===== src/rtl/slvt_pkg.sv =====
package slvt_pkg;
  localparam int MODE_W = 4;

  typedef enum logic [MODE_W-1:0] {
    SM_OFF   = 4'b0000,
    SM_TRIG  = 4'b0110,
    SM_RTRIG = 4'b1000,
    SM_RGATE = 4'b1001
  } slv_mode_e;
endpackage


===== src/rtl/trig_sync.sv =====
module trig_sync #(
  parameter int SYNC_STAGES = 2
) (
  input  logic clk,
  input  logic rst_n,
  input  logic trig_in,
  input  logic pol,
  output logic lvl,
  output logic edge_p
);
  localparam int CHAIN_W = SYNC_STAGES + 1;

  logic [CHAIN_W-1:0] chain_q, chain_n;

  always_comb begin
    chain_n = {chain_q[CHAIN_W-2:0], trig_in};
  end

  always_ff @(posedge clk or negedge rst_n) begin
    if (!rst_n) chain_q <= '0;
    else        chain_q <= chain_n;
  end

  // qualified level from the last synchroniser stage, previous value one stage on
  assign lvl    = chain_q[SYNC_STAGES-1] ^ pol;
  assign edge_p = lvl & ~(chain_q[SYNC_STAGES] ^ pol);
endmodule


===== src/rtl/mode_reg.sv =====
module mode_reg
  import slvt_pkg::*;
(
  input  logic              clk,
  input  logic              rst_n,
  input  logic              wr,
  input  logic [MODE_W-1:0] wdata,
  input  logic              pe,
  input  logic              wrap,
  output logic [MODE_W-1:0] act
);
  logic [MODE_W-1:0] sh_q, sh_n, act_q, act_n;

  always_comb begin
    sh_n  = wr ? wdata : sh_q;
    act_n = act_q;
    if (!pe) begin
      if (wr) act_n = wdata;
    end else if (wrap) begin
      act_n = sh_q;
    end
  end

  always_ff @(posedge clk or negedge rst_n) begin
    if (!rst_n) begin
      sh_q  <= '0;
      act_q <= '0;
    end else begin
      sh_q  <= sh_n;
      act_q <= act_n;
    end
  end

  assign act = act_q;


  pe_hold_chk: assert property (@(posedge clk) disable iff (!rst_n)
    (pe && !wrap) |=> $stable(act_q));
endmodule


===== src/rtl/count_core.sv =====
module count_core
  import slvt_pkg::*;
#(
  parameter int CW = 16
) (
  input  logic              clk,
  input  logic              rst_n,
  input  logic [MODE_W-1:0] mode,
  input  logic              sw_en,
  input  logic              edge_p,
  input  logic              lvl,
  input  logic [CW-1:0]     arr,
  output logic [CW-1:0]     cnt,
  output logic              en,
  output logic              upd,
  output logic              wrap
);
  localparam logic [CW-1:0] ONE = CW'(1);

  logic [CW-1:0] cnt_q, cnt_n;
  logic          en_q, en_n, upd_q, upd_n, adv;

  always_comb begin
    cnt_n = cnt_q;
    en_n  = en_q;
    upd_n = 1'b0;
    wrap  = 1'b0;
    adv   = 1'b0;
    case (mode)
      SM_TRIG: begin
        en_n = en_q | edge_p;
        adv  = 1'b1;
      end
      SM_RTRIG: begin
        en_n = en_q | edge_p;
        if (edge_p) begin
          cnt_n = '0;
          upd_n = 1'b1;
        end else begin
          adv = 1'b1;
        end
      end
      SM_RGATE: begin
        en_n = lvl;
        if (!lvl) cnt_n = '0;
        else      adv   = 1'b1;
      end
      default: begin
        en_n = sw_en;
        adv  = 1'b1;
      end
    endcase
    if (adv && en_q) begin
      wrap  = (cnt_q == arr);
      cnt_n = wrap ? '0 : cnt_q + ONE;
      upd_n = wrap;
    end
  end

  always_ff @(posedge clk or negedge rst_n) begin
    if (!rst_n) begin
      cnt_q <= '0;
      en_q  <= 1'b0;
      upd_q <= 1'b0;
    end else begin
      cnt_q <= cnt_n;
      en_q  <= en_n;
      upd_q <= upd_n;
    end
  end

  assign cnt = cnt_q;
  assign en  = en_q;
  assign upd = upd_q;


  upd_zero_chk: assert property (@(posedge clk) disable iff (!rst_n)
    upd_q |-> (cnt_q == '0));

  trig_hold_chk: assert property (@(posedge clk) disable iff (!rst_n)
    (mode == SM_TRIG && en_q) |=> en_q);

  gate_low_chk: assert property (@(posedge clk) disable iff (!rst_n)
    (mode == SM_RGATE && !lvl) |=> (cnt_q == '0 && !en_q));
endmodule


===== src/rtl/slave_trig_timer.sv =====
module slave_trig_timer
  import slvt_pkg::*;
#(
  parameter int CNT_W       = 16,
  parameter int SYNC_STAGES = 2
) (
  input  logic              clk,
  input  logic              rst_n,
  input  logic              sw_en,
  input  logic              trig_in,
  input  logic              trig_pol,
  input  logic              mode_wr,
  input  logic [MODE_W-1:0] mode_wdata,
  input  logic              mode_pe,
  input  logic [CNT_W-1:0]  arr_val,
  input  logic              flag_clr,
  output logic [CNT_W-1:0]  cnt,
  output logic              cnt_en,
  output logic              trig_flag,
  output logic              upd_pulse,
  output logic [MODE_W-1:0] mode_act
);
  logic lvl, edge_p, wrap;
  logic flag_q, flag_n;

  trig_sync #(.SYNC_STAGES(SYNC_STAGES)) sync_i (
    .clk(clk), .rst_n(rst_n), .trig_in(trig_in), .pol(trig_pol),
    .lvl(lvl), .edge_p(edge_p)
  );

  mode_reg mode_i (
    .clk(clk), .rst_n(rst_n), .wr(mode_wr), .wdata(mode_wdata),
    .pe(mode_pe), .wrap(wrap), .act(mode_act)
  );

  count_core #(.CW(CNT_W)) core_i (
    .clk(clk), .rst_n(rst_n), .mode(mode_act), .sw_en(sw_en),
    .edge_p(edge_p), .lvl(lvl), .arr(arr_val),
    .cnt(cnt), .en(cnt_en), .upd(upd_pulse), .wrap(wrap)
  );

  always_comb begin
    flag_n = edge_p | (flag_q & ~flag_clr);
  end

  always_ff @(posedge clk or negedge rst_n) begin
    if (!rst_n) flag_q <= 1'b0;
    else        flag_q <= flag_n;
  end

  assign trig_flag = flag_q;


  flag_set_chk: assert property (@(posedge clk) disable iff (!rst_n)
    edge_p |=> flag_q);
endmodule


===== config.mk =====
export PLATFORM = sky130hd
export DESIGN_NAME = slave_trig_timer
export DESIGN_NICKNAME = d
export VERILOG_FILES = /design/src/rtl/slvt_pkg.sv /design/src/rtl/trig_sync.sv /design/src/rtl/mode_reg.sv /design/src/rtl/count_core.sv /design/src/rtl/slave_trig_timer.sv
export SDC_FILE = /design/constraint.sdc
export NUM_CORES = 1
export LEC_CHECK = 0
export BUFFER_PORTS_ARGS = -buffer_cell sky130_fd_sc_hd__buf_2
export CORE_ASPECT_RATIO = 1.2
export CORE_MARGIN = 10
export CORE_UTILIZATION = 56
export CTS_BUF_LIST = sky130_fd_sc_hd__clkbuf_4 sky130_fd_sc_hd__clkbuf_8 sky130_fd_sc_hd__clkbuf_16
export DETAILED_ROUTE_END_ITERATION = 8
export GPL_TIMING_DRIVEN = 0
export MAX_ROUTING_LAYER = met4
export PLACE_DENSITY = 0.81
export SLEW_MARGIN = 20
export SYNTH_ARGS = -nofsm -noshare
export SYNTH_HDL_FRONTEND = slang
export SYNTH_HIERARCHICAL = 1
export SYNTH_SLANG_ARGS = --single-unit

===== constraint.sdc =====
create_clock -name clk -period 2.93 [get_ports clk]
set_input_delay 0.586 -clock clk [delete_from_list [all_inputs] [get_ports clk]]
set_output_delay 0.586 -clock clk [all_outputs]
set_load 0.05 [all_outputs]

==> results of run 1 <==
## worst min-delay path by stage
stage	start	end	slack, ps	depth (start not counted)
detailed placement	sync_i/chain_q[0]	sync_i/chain_q[1]	350	0
CTS	rst_n	core_i/cnt[8]	290	1
global placement	sync_i/chain_q[0]	sync_i/chain_q[1]	330	0
global route	rst_n	core_i/cnt[8]	300	1
floorplan	rst_n	core_i/cnt[0]	290	0
finish	rst_n	core_i/cnt[8]	270	1
## worst reg2reg max path: cells and delay by family (launching register included)
family | cells | cell delay, ps
AND/OR/NAND/NOR | 3 | 660
flip-flops | 1 | 470
buffers and inverters | 2 | 390
multiplexers | 2 | 290
XOR/XNOR | 1 | 170
## cells in the final DEF (no fill, tap or decap), drive strengths merged, types with 4 or more instances in the layout
cell type	n
inv	7
nand2b	4
nand2	13
nand3	8
o311ai	5
and3	4
mux2i	14
mux2	4
nand4	10
xor2	17
nor4	5
a31oi	6
clkbuf	9
buf	57
dfrtp	30
o21ai	7
## layout make-up
type,instances,area [sq um],area share [%]
buffer,11,103,4.70
clock buffer,7,58.8,2.69
clock inverter,1,5.00,0.229
inverter,7,26.3,1.20
multi-input combinational,131,956,43.8
sequential,30,751,34.4
tap,36,45.0,2.06
timing repair buffer,48,240,11.0
## power by group through the flow
stage                     Clock (mW)  Sequential (mW)  Combinational [mW]
after floorplan                    0            0.966               0.331
after detailed placement           0            0.683               0.848
after global routing           0.296            0.702               0.903
after CTS                      0.273            0.674               0.849
final                          0.267            0.678               0.837
after global placement             0            0.679               0.834
## sequential cells by signal, indices dropped and copies added, names as in the netlist
name,flops
core_i/upd,1
mode_i/sh_q,4
sync_i/chain_q,3
mode_i/act,4
trig_flag,1
core_i/en,1
core_i/cnt,16
## per-stage QoR
stage                     setup slack [ps]  util, %  area [sq um]
after floorplan                        800        -          1840
after global placement                 556     68.2          2120
after detailed placement               594     68.2          2120
after CTS                              810     70.2          2180
after global routing                   621     70.2          2180
final                                  830     70.2          2180
## metal layers
| layer | share of wire [%] | up-vias | GRT usage (%) |
|---|---|---|---|
| li1 | - | 774 | - |
| met2 | 48 | 51 | 26.5 |
| met5 | 0 | - | - |
| met1 | 43 | 728 | 16.6 |
| met4 | 1.3 | 0 | 6.01 |
| met3 | 8.4 | 7 | 5.97 |
## cell families (layout without fill, tap and decap cells)
family	after synthesis	count (layout)
simple gates	61	61
compound gates	34	34
flops	30	30
mux	18	18
buf+inv	18	74
xor+xnor	17	17
fa+ha+maj	1	1
==> results.md, run 1 <==
* Status: complete, no violations
* Hold_buf cts at 0
* Drt first pass iters at 4
* Crit-path max FO at 10
* Vias/cell at 5.76
* Final wirelength at 4440 um
* Synth Warn # at 6
* Synth Area per Inst at 10.3 sq um
* Height of the die at 82.7 um
* R2R Setup Slk at 830 ps
* Clock Sinks at 30
* Total Power at 1.78 mW
* Core Rows at 22
* Iter 0 DRT Violations at 145
* Initial antenna violation count at 0
* DRC violations left at 0
* Min cycle time layout at 2100 ps
* RSZ-0062 raised after global routing: false
* Pins Over Slew Limit at 0
* Post-synth EDFFs at 0
* Worst rel slew slack at 55.8%
* Vias in the first global route at 1530
* Cell Pwr Density at 816 nW/um^2
* Mapped Nets at 208
* GPL Wtd Cong at 0.841
* Internal power at 0.908 mW
* Crit end category: flip-flop
* Total grt overflow at 0
* Layout cells sized above 1 at 30.6%
* # IOs at 51
* Finish-stage setup viols at 0
* Final worst-path cycle share at 71.7%
* Final Hold Viols at 0
* Largest net degree at the start of global routing at 31
* Die Wd at 72.3 um
* Area grow syn2layout at 19.0%
* Cell family with most CP delay: simple AND/OR/NAND/NOR gates
* Worst Setup EP: mode_i/act[1]
* WHS at 273 ps
* Fillers at 278
* Initial core utilization at 59.0%
* CP max-delay cell: dfrtp_1
* Cell mode on critical path: mux2i_1
* Total GRT Usage at 15.8%
* Post-synth top area cell: dfrtp_1
* R2R Path End: mode_i/act[1]
* Finished Layout Cells at 271
* Crit. Startpoint: core_i/cnt[0]
* Post-synthesis register bit count at 30
* Net switching component of the power at 0.875 mW
* Total Die Area at 5980 sq um
* Crit path cell chain: xor2_1 > nor4_1 > nand4_1 > buf_6 > nor2_1 > buf_2 > mux2i_1 > mux2i_1
* Nets at 263
* Final HPWL DP at 3430 um
* Compound-Gate Fraction of Synth Area at 13.1%
* Placed Cells at 263
* Synth Area in XOR/XNOR at 8.11%
* DRT antenna net count at 0
* Gate Count Post-Synth at 179
* Clock Skew at 9.88 ps
* Adder-cell area share of the yosys netlist at 0.682%
* Worst reg2reg startpoint: core_i/cnt[0]
* Number of cells on the worst reg-to-reg path at 8
* Clk root buf: clkbuf_4
* Via count at 1560
* Post-cts sizing count at 0
* Max-cap viol count at 0
* Synth Flop Type: dfrtp_1
* Total CTS buffers at 5
* Kind of critical path: flip-flop to flip-flop
* Core box area at 3110 sq um
* CTS tree: yes
* Most instantiated library cell after synthesis: dfrtp_1
* Largest family of logic cells by synthesized area: simple AND/OR/NAND/NOR gates
* Comb power frac at 47.0%
* Most common library cells after synthesis: dfrtp_1, xor2_1, mux2i_1
* Startpoint Class: flip-flop
* Post-synthesis mux area share at 10.9%
* Seq/Total Area, Yosys at 40.9%
* Clock latency on the worst-skew pair at 340 ps
* Synth cell types at 41
* Stages on worst setup path at 8
* Sequential Power Share at 38.1%
* First-pass GRT wire length at 7330 um
* Arr. time, crit path at 2310 ps
* Area of the mapped netlist at 1840 sq um
* Pleak at 1.05 nW
* H-tree levels at 2
* Synth Area in Simple Gates at 19.3%
* N_diodes at 0
* Post-synth top area share at 40.9%
* Peak VDD IR at 0.000557 V
* CP peak stage delay at 470 ps
* Setup TNS at 0 ps
* Number of port buffers at 48
* Longest Clk Path Bufs at 2
* Top post-synthesis cells by area: dfrtp_1, xor2_1, mux2i_1, buf_6, nand4_1
* Post-CTS Setup Bufs at 0
* Async SR Flop Fraction at 100%
* Hold Crit Class: input port to async pin
* Buffers and inverters on the worst path at 2
* Switch share at 49.1%
* Measured slew at the worst slew-check pin at 663 ps
* Clock-pin slew on the worst setup and hold paths at 100 ps
* Routed length per placed instance at 16.4 um
* Fmax at 476 MHz
* Clk pwr share at 15.0%
* Required time worst endpoint at 3140 ps
No activity file was read; power rests on OpenSTA's default activity.
==> run 2, diff against run 1 <==
CORE_UTILIZATION = 52   (was 56)
PLACE_DENSITY = 0.76   (was 0.81)
clock period = 2 ns   (was 2.93 ns; I/O delays follow)
==> run 2 against run 1 <==
Compared with the run above:
- the flow now finishes with violations (negative setup slack)
- count of clock-buffer cells in the layout unchanged
- global-route usage decreased by 0.83 points
- clock skew shrank 0.85 ps
- core utilization is 1.2 points higher
- wire length rose by 8.8%
- die area rose by 5.7%
- sequential share of layout area shrank 2.3 points
- largest cell class unchanged
==> results.md, run 2 (same netlist as run 1, synthesis figures left out) <==
* Clock latency on the worst-skew pair at 280 ps
* Total grt overflow at 0
* Total CTS buffers at 5
* Max-cap viol count at 0
* GPL Wtd Cong at 0.809
* Final wirelength at 4830 um
* Routed length per placed instance at 17.2 um
* Post-layout util at 71.5%
* Nets at 272
* Clk pwr share at 18.1%
* Clk root buf: clkbuf_8
* Vias/cell at 6.07
* CP max-delay cell: dfrtp_2
* Kind of critical path: flip-flop to flip-flop
* CTS tree: yes
* Iter 0 DRT Violations at 165
* Failing checks: negative setup slack
* Longest Clk Path Bufs at 2
* Net switching component of the power at 1.35 mW
* # IOs at 51
* Vias in the first global route at 1693
* Commonest non-fill, non-tap cell in the layout: buf_2
* Cell family with most CP delay: simple AND/OR/NAND/NOR gates
* Pleak at 1.12 nW
* Total Die Area at 6320 sq um
* Crit-path max FO at 5
* N_diodes at 0
* Core Rows at 23
* Clock Skew at 9.04 ps
* Setup TNS at -62.3 ps
* WHS at 154 ps
* Via count at 1705
* Arr. time, crit path at 2220 ps
* Measured slew at the worst slew-check pin at 674 ps
* Layout cells sized above 1 at 44.3%
* Largest net degree at the start of global routing at 31
* First-pass GRT wire length at 7720 um
* Initial core utilization at 54.5%
* Area grow syn2layout at 31.1%
* Hold Crit Class: input port to async pin
* Crit end category: flip-flop
* Number of port buffers at 48
* Height of the die at 85.1 um
* Most frequent cells in the layout: buf_2, xor2_1, dfrtp_2
* Internal power at 1.48 mW
* Max reg flops at 16
* H-tree levels at 2
* Cell mode on critical path: buf_8
* DRT antenna net count at 0
* Final Hold Viols at 0
* RSZ-0062 raised after global routing: true
* Required time worst endpoint at 2160 ps
* DRC violations left at 0
* Worst rel slew slack at 55.1%
* Buffers and inverters on the worst path at 3
* Crit path cell chain: xor2_1 > nor4_2 > nand4_1 > buf_6 > buf_8 > buf_8 > a32oi_2 > o41ai_2
* Drt first pass iters at 4
* Clock Sinks at 30
* Setup WS post-layout at -62.3 ps
* Finish-stage setup viols at 1
* Min cycle time layout at 2060 ps
* Startpoint Class: flip-flop
* Worst slack, placed at -212 ps
* Sequential Power Share at 36.0%
* CP peak stage delay at 420 ps
* Total GRT Usage at 15.0%
* Final HPWL DP at 3380 um
* Pins Over Slew Limit at 0
* Status: finished with violations
* Peak VDD IR at 0.00103 V
* Clock-pin slew on the worst setup and hold paths at 70 ps
* Comb power frac at 45.9%
* Cell Pwr Density at 1170 nW/um^2
* Switch share at 47.7%
* Die Wd at 74.2 um
* Initial antenna violation count at 0
* Final worst-path cycle share at 103%
* Core box area at 3370 sq um
* Fmax at 485 MHz
run 2: cell types whose count changed in the layout (fill, tap and decap cells not counted), moves of 2 or more:
cell / before / now
dfrtp_1: 30 / 14
clkbuf_4: 6 / 1
clkbuf_8: 1 / 6
o311ai_1: 0 / 4
a32oi_1: 2 / 0
a32oi_2: 0 / 2
nor4_1: 5 / 3
nor4_2: 0 / 2
dfrtp_2: 0 / 16
buf_4: 0 / 8
buf_8: 0 / 2
o311ai_0: 5 / 1
run 2: repair_timing:
action,CTS,global route
setup buffers,2,7
hold buffers,0,0
pin swaps,2,10
gates resized for setup,4,21
cloned,0,1
endpoints found under the setup margin,4,18
run 2: power groups by stage:
stage / clock network (mW) / registers, mW / logic, mW
final: 0.511 / 1.02 / 1.30
after global routing: 0.544 / 1.05 / 1.39
after CTS: 0.517 / 1.01 / 1.27
after detailed placement: 0 / 1.01 / 1.25
after global placement: 0 / 1.01 / 1.24
after floorplan: 0 / 1.44 / 0.483
run 2: metrics by stage:
step | power (mW) | instances | cell area, sq um
6_report | 2.82 | 281 | 2410
5_1_grt | 2.98 | 281 | 2410
4_1_cts | 2.79 | 274 | 2270
3_5_place_dp | 2.26 | 264 | 2140
3_3_place_gp | 2.24 | 264 | 2140
2_1_floorplan | 1.92 | 179 | 1850
run 2: worst paths after layout:
path                                      to              start  cells after the start  slack [ps]
max                           core_i/cnt[14]     core_i/cnt[12]                      8         -60
min                            core_i/cnt[9]              rst_n                      1         150
max reg2reg                   core_i/cnt[14]     core_i/cnt[12]                      8         -60
min reg2reg                sync_i/chain_q[1]  sync_i/chain_q[0]                      0         350
max in group asynchronous      core_i/cnt[5]              rst_n                      1        1350
min in group clk           sync_i/chain_q[0]            trig_in                      1         240
run 2: worst reg2reg max path: cells and delay by family (launching register included):
family | cells | cell delay, ps
flops | 1 | 420
simple gates | 2 | 560
buf+inv | 3 | 440
xor+xnor | 1 | 190
compound gates | 2 | 330
run 2: final cells by class:
| class | instances | area [sq um] |
|---|---|---|
| buffer | 10 | 103 |
| clock inverter | 1 | 5.00 |
| tap | 37 | 46.3 |
| sequential | 30 | 771 |
| timing repair buffer | 58 | 340 |
| multi-input combinational | 131 | 1020 |
| clock buffer | 7 | 90.1 |
| fill | 259 | 961 |
| inverter | 7 | 26.3 |
run 2: metal layers:
metal | track usage (%) | share of wire, % | vias to the layer above
met5 | - | 0 | -
met4 | 4.33 | 2.4 | 0
met3 | 3.85 | 7.6 | 13
met2 | 24.5 | 48 | 76
met1 | 17.6 | 42 | 819
li1 | - | - | 797
